`config.mk`:
```
export PLATFORM = sky130hd
export DESIGN_NAME = irq_aggregator
export DESIGN_NICKNAME = d
export VERILOG_FILES = /design/src/rtl/irq_aggregator.sv
export SDC_FILE = /design/constraint.sdc
export NUM_CORES = 1
export LEC_CHECK = 0
export BUFFER_PORTS_ARGS = -buffer_cell sky130_fd_sc_hd__buf_2
export CORE_ASPECT_RATIO = 0.9
export CORE_MARGIN = 5
export CORE_UTILIZATION = 53
export DETAILED_ROUTE_END_ITERATION = 8
export PLACE_DENSITY = 0.84
export SKIP_CTS_REPAIR_TIMING = 1
export SLEW_MARGIN = 15
export SYNTH_ARGS = -nofsm -noshare
export SYNTH_HDL_FRONTEND = slang
export SYNTH_SLANG_ARGS = --single-unit
```
`constraint.sdc`:
```
create_clock -name clk -period 2.5 [get_ports clk]
set_input_delay 0.25 -clock clk [delete_from_list [all_inputs] [get_ports clk]]
set_output_delay 0.25 -clock clk [all_outputs]
set_load 0.005 [all_outputs]
```
`src/rtl/irq_aggregator.sv`:
```
module irq_aggregator #(
  parameter int NUM_IN = 16,
  parameter int ADDR_W = 8,
  parameter int DATA_W = 32,
  parameter logic [DATA_W-1:0] KEEP = 32'h000F_EEFF,
  parameter logic [ADDR_W-1:0] OFF_LVL  = 8'hB0,
  parameter logic [ADDR_W-1:0] OFF_EN   = 8'hC0,
  parameter logic [ADDR_W-1:0] OFF_PEND = 8'hD0
) (
  input  logic              clk,
  input  logic              rst,
  input  logic [NUM_IN-1:0] irq_in,
  input  logic              bus_wr,
  input  logic [ADDR_W-1:0] bus_addr,
  input  logic [DATA_W-1:0] bus_wdata,
  output logic [DATA_W-1:0] bus_rdata,
  output logic              irq_out
);
  localparam int PAD = DATA_W - NUM_IN;

  logic [NUM_IN-1:0] meta_q, lvl_q;
  logic [DATA_W-1:0] en_q, pend_q, hit;
  logic wr_en, wr_pend;

  assign wr_en   = bus_wr && bus_addr == OFF_EN;
  assign wr_pend = bus_wr && bus_addr == OFF_PEND;
  assign hit     = {{PAD{1'b0}}, lvl_q & en_q[NUM_IN-1:0]};

  always_ff @(posedge clk) begin
    if (rst) begin
      meta_q <= '0;
      lvl_q  <= '0;
      en_q   <= '0;
      pend_q <= '0;
    end else begin
      meta_q <= irq_in;
      lvl_q  <= meta_q;
      if (wr_en)   en_q <= bus_wdata & KEEP;
      if (wr_pend) pend_q <= bus_wdata & KEEP;
      else         pend_q <= pend_q | hit;
    end
  end

  always_comb begin
    unique case (bus_addr)
      OFF_LVL:  bus_rdata = {{PAD{1'b0}}, lvl_q};
      OFF_EN:   bus_rdata = en_q;
      OFF_PEND: bus_rdata = pend_q;
      default:  bus_rdata = '0;
    endcase
  end

  assign irq_out = |(pend_q & en_q);
endmodule

```
=== After elaboration in Yosys (flattened, before gate mapping) ===
Cells that the tools add are included.

* Register bits after elaboration: 82
* Output and inout port bits: 33
* Word-level logic and storage cells: 17
* Bits of input ports: 59

* Bitwise logic cells: 3
* Reduce and logical (&&, ||, !) cells: 4
* Mux-type cells: 2
* Eq/ne operators: 3

{| class="wikitable"
|+ Operators with widths
! cell !! count
|-
| case mux 32 bit (3 select lines) || 1
|-
| AND 32 x 20 -> 32 bit || 1
|-
| OR 32 x 16 -> 32 bit || 1
|-
| OR reduction 32 bit || 1
|-
| == test 8 bit (second input constant) || 3
|-
| two-way mux 20 bit || 1
|-
| AND 16 bit || 1
|-
| logical AND 1 bit || 2
|-
| OR reduction 2 bit || 1
|}

=== Depth between registers and ports, before layout ===
* Depth in word-level cells: 3
* Depth in mapped cells: 6
* Gate-level depth less buffers: 4

=== Least setup slack after synthesis ===
No wires, ideal clock.

* Kind: input port to output port
* Start: in bus_addr[1]
* End: out bus_rdata[1]
* Stages on the path: 5
* Path slack: 0.956 ns
* Path buffers: 1
* Arrival: 1.294 ns
* Required time: 2.250 ns
* Path through: or3_4 -> nor3_4 -> buf_6 -> a222oi_1 -> inv_1

* Cells in the longest elaborated chain, start to end: 2
* Elaborated cells between the ends (all ways): 4
* Those cells by class: eq/ne: 3; mux: 1

{| class="wikitable"
|+ Ends and longest elaborated chain
! item !! RTL line !! source
|-
| from (decl) || 14 || <nowiki>input logic [ADDR_W-1:0] bus_addr,</nowiki>
|-
| == test 8 bit || 45 || <nowiki>unique case (bus_addr)</nowiki>
|-
| case mux 32 bit (3 select lines) (*) || 45 ||
|-
| to (decl) || 16 || <nowiki>output logic [DATA_W-1:0] bus_rdata,</nowiki>
|}

Every way passes the cells marked *; elsewhere a longest branch is shown, timed or not.

=== Worst setup path after layout ===
* Start: reg pend_q[1]
* End: out irq_out

* Cells in the longest elaborated chain, start to end: 2

{| class="wikitable"
|+ Ends and longest elaborated chain
! item !! RTL line !! source
|-
| from (decl) || 22 || <nowiki>logic [DATA_W-1:0] en_q, pend_q, hit;</nowiki>
|-
| from (signal assigned) || 39 || <nowiki>if (wr_pend) pend_q <= bus_wdata & KEEP;</nowiki>
|-
| from (signal assigned) || 40 || <nowiki>else pend_q <= pend_q | hit;</nowiki>
|-
| AND 32 x 20 -> 32 bit || 53 || <nowiki>assign irq_out = |(pend_q & en_q);</nowiki>
|-
| OR reduction 32 bit || 53 ||
|-
| to (decl) || 17 || <nowiki>output logic irq_out</nowiki>
|}

No other way between the ends.

==> flow_summary.ini <==
[run_status]
status = finished, final reports clean

[routing]
vias = 2306
wl_met1_mm = 2.585
top_layer = met4
routed-wl-met3_um = 601
dr.pass1.iters = 7
antenna_left = 0
drc = 0
wl_mm = 6.338
drt_iter0_drc = 257
dr_wl_met2_mm = 3.077
vias_per_cell = 5.413
routedWlPerCell_um = 14.88

[cts]
root_buffer = clkbuf_8
cts-htree-levels = 3
clock_sinks = 68
clk_latency_ns = 0.34
path_clk_slew_ns = 0.07
cts_tree = built
cts_made_buffers = 9
cts_max_path_buffers = 2

[sta]
fin_ws_ns = 0.6017
hold-worst-slack_ns = 0.1164
timing.fmax_mhz = 526.8
finalMaxSlewViolations = 0
hold_viol_final = 0
fin_crit_sh_pct = 75.93
clock_skew_ns = 0.006053
rsz0062_at_grt = false
relSlewSlack_pct = 63.42
min_period_ns = 1.898
finalSetupTns_ns = 0
worst_slew_pin_slew_ns = 0.5488
setup_viol = 0

[power_and_ir_drop]
internal-power_w = 0.001620
p_sw_w = 0.0004311
swShare_pct = 21.02
peakVddDrop_mv = 0.4817
p_leak_nw = 1.456
p_per_area_mw_per_mm2 = 636.5
clockPowerShare_pct = 40.9
combPwrFrac_pct = 4.7
seq_power_share_pct = 54.5

[setup_path]
worstPathRequired_ns = 2.25
startpoint_type = register
path_class = reg -> out
cp_max_fo = 3
crit_path_end_kind = primary output
crit_arrival_ns = 1.65

[synthesis]
synth_seq_cells = 68
yosys-top-cells-count = dfxtp_1, nand2_1, nor2b_1, a21oi_1, nor2_1
synth_compound_area_share_pct = 18.93
synthCells = 293
yosysTopAreaCell = dfxtp_1
synth_adder_area_share_pct = 0
ys_seq_area_share_pct = 49.98
synth_mux_area_share_pct = 1.470
yosys_warnings = 0
yosysMostFrequentCell = dfxtp_1
ys_top_cells_by_area = dfxtp_1, nor2b_1, a21oi_1, a222oi_1, nand2_1
synth_area_mm2 = 0.002724
async_flop_share_pct = 0
synth_top_flop_cell = dfxtp_1
synth_top_family_by_area = simple AND/OR/NAND/NOR gates
synth_xor_area_share_pct = 0
syn_avg_cell_area_um2 = 9.296
yosys.area_share.simple_pct = 20.67
synth_top_area_share_pct = 49.98
synth_cell_types = 25
synth-edff-count = 0

[floorplan]
fp.dieW_um = 85.57
die_area_mm2 = 0.006675
coreArea_mm2 = 0.004925
num_io_pins = 92
die_h_um = 78.01
rows = 24
start_util_pct = 55.31

[layout]
area_growth_pct = 18.28
fin_nets = 418
fillerInstances = 424
drive_gt1_share_pct = 24.93
diodes = 0

[placed_design]
port_buffers = 65
hpwl_mm = 4.215
finalWeightedCongestion = 0.7160
pre_cts_ws_ns = 0.6891

[global_routing]
gr-usage-all-layers_pct = 19.64
grt_pass1_wl_mm = 10.32
globalRouteOverflowTotal = 0
grt_pass1_vias = 2155
grt_start_max_net_pins = 54
antenna_found_initial = 0

[worst_hold_path]
hold_class = in -> reg

[flow_run]
drv_cap = 0
-- area by class of cell --
type | instances | area, um2 | share of cell area, %
Clock buffer | 10 | 137.6 | 4.272
Sequential cell | 68 | 1361 | 42.25
Tap cell | 65 | 81.33 | 2.524
Timing Repair Buffer | 72 | 377.9 | 11.73
Multi-Input combinational cell | 192 | 1164 | 36.12
Clock inverter | 3 | 40.04 | 1.243
Inverter | 16 | 60.06 | 1.864
-- final timing paths --
check,end,cells after the start,slack (ns),startpoint
setup reg to reg,pend_q[15],2,1.69,en_q[15]
setup / recovery,irq_out,5,0.60,pend_q[1]
hold / removal,meta_q[10],2,0.12,irq_in[10]
hold reg to reg,lvl_q[11],1,0.44,meta_q[11]
-- metal layers --
layer	up-vias	GRT usage, %
li1	1127	-
met1	1064	23.61
met2	107	31.91
met3	8	7.644
met4	0	7.278
met5	-	0
-- logic make-up after synthesis --
group	count (synthesis)
flops	68
buf+inv	44
compound gates	73
mux	4
simple gates	103
other cells	1
-- registers in the layout, indices dropped and copies added (netlist names) --
signal / cells
en_q: 18
meta_q: 16
pend_q: 18
lvl_q: 16
-- through the flow --
stage / util (%) / cell area [um2] / power (W) / cells
floorplan: - / 2765 / 0.001197 / 304
global placement: 61.81 / 3044 / 0.001231 / 413
detailed placement: 61.81 / 3044 / 0.001235 / 413
CTS: 65.42 / 3222 / 0.002075 / 426
global route: 65.42 / 3222 / 0.002138 / 426
finish: 65.42 / 3222 / 0.002051 / 426
-- placed cells by master (no fill, tap or decap), drive strengths merged, types with 10 or more instances in the layout --
cell,count
nand2,36
conb,12
a211oi,14
nor2b,34
buf,72
nor2,18
clkbuf,10
inv,16
a222oi,14
a21oi,32
dfxtp,68
-- critical path, stage by stage, from the launching register on --
cell and delay, ns:
dfxtp_1 0.33, a22o_1 0.24, a221oi_1 0.29, and3_1 0.22
nand4_1 0.08, buf_2 0.15
-- power by group through the flow --
stage | Sequential (W) | Clock [W] | Combinational (W)
finish | 0.00112 | 0.000838 | 0.0000955
global route | 0.00112 | 0.000913 | 0.000106
CTS | 0.00112 | 0.000864 | 0.0000950
detailed placement | 0.00114 | 0 | 0.0000946
global placement | 0.00114 | 0 | 0.0000913
floorplan | 0.00114 | 0 | 0.0000593
Note: power is estimated with default switching activity, not from simulation.
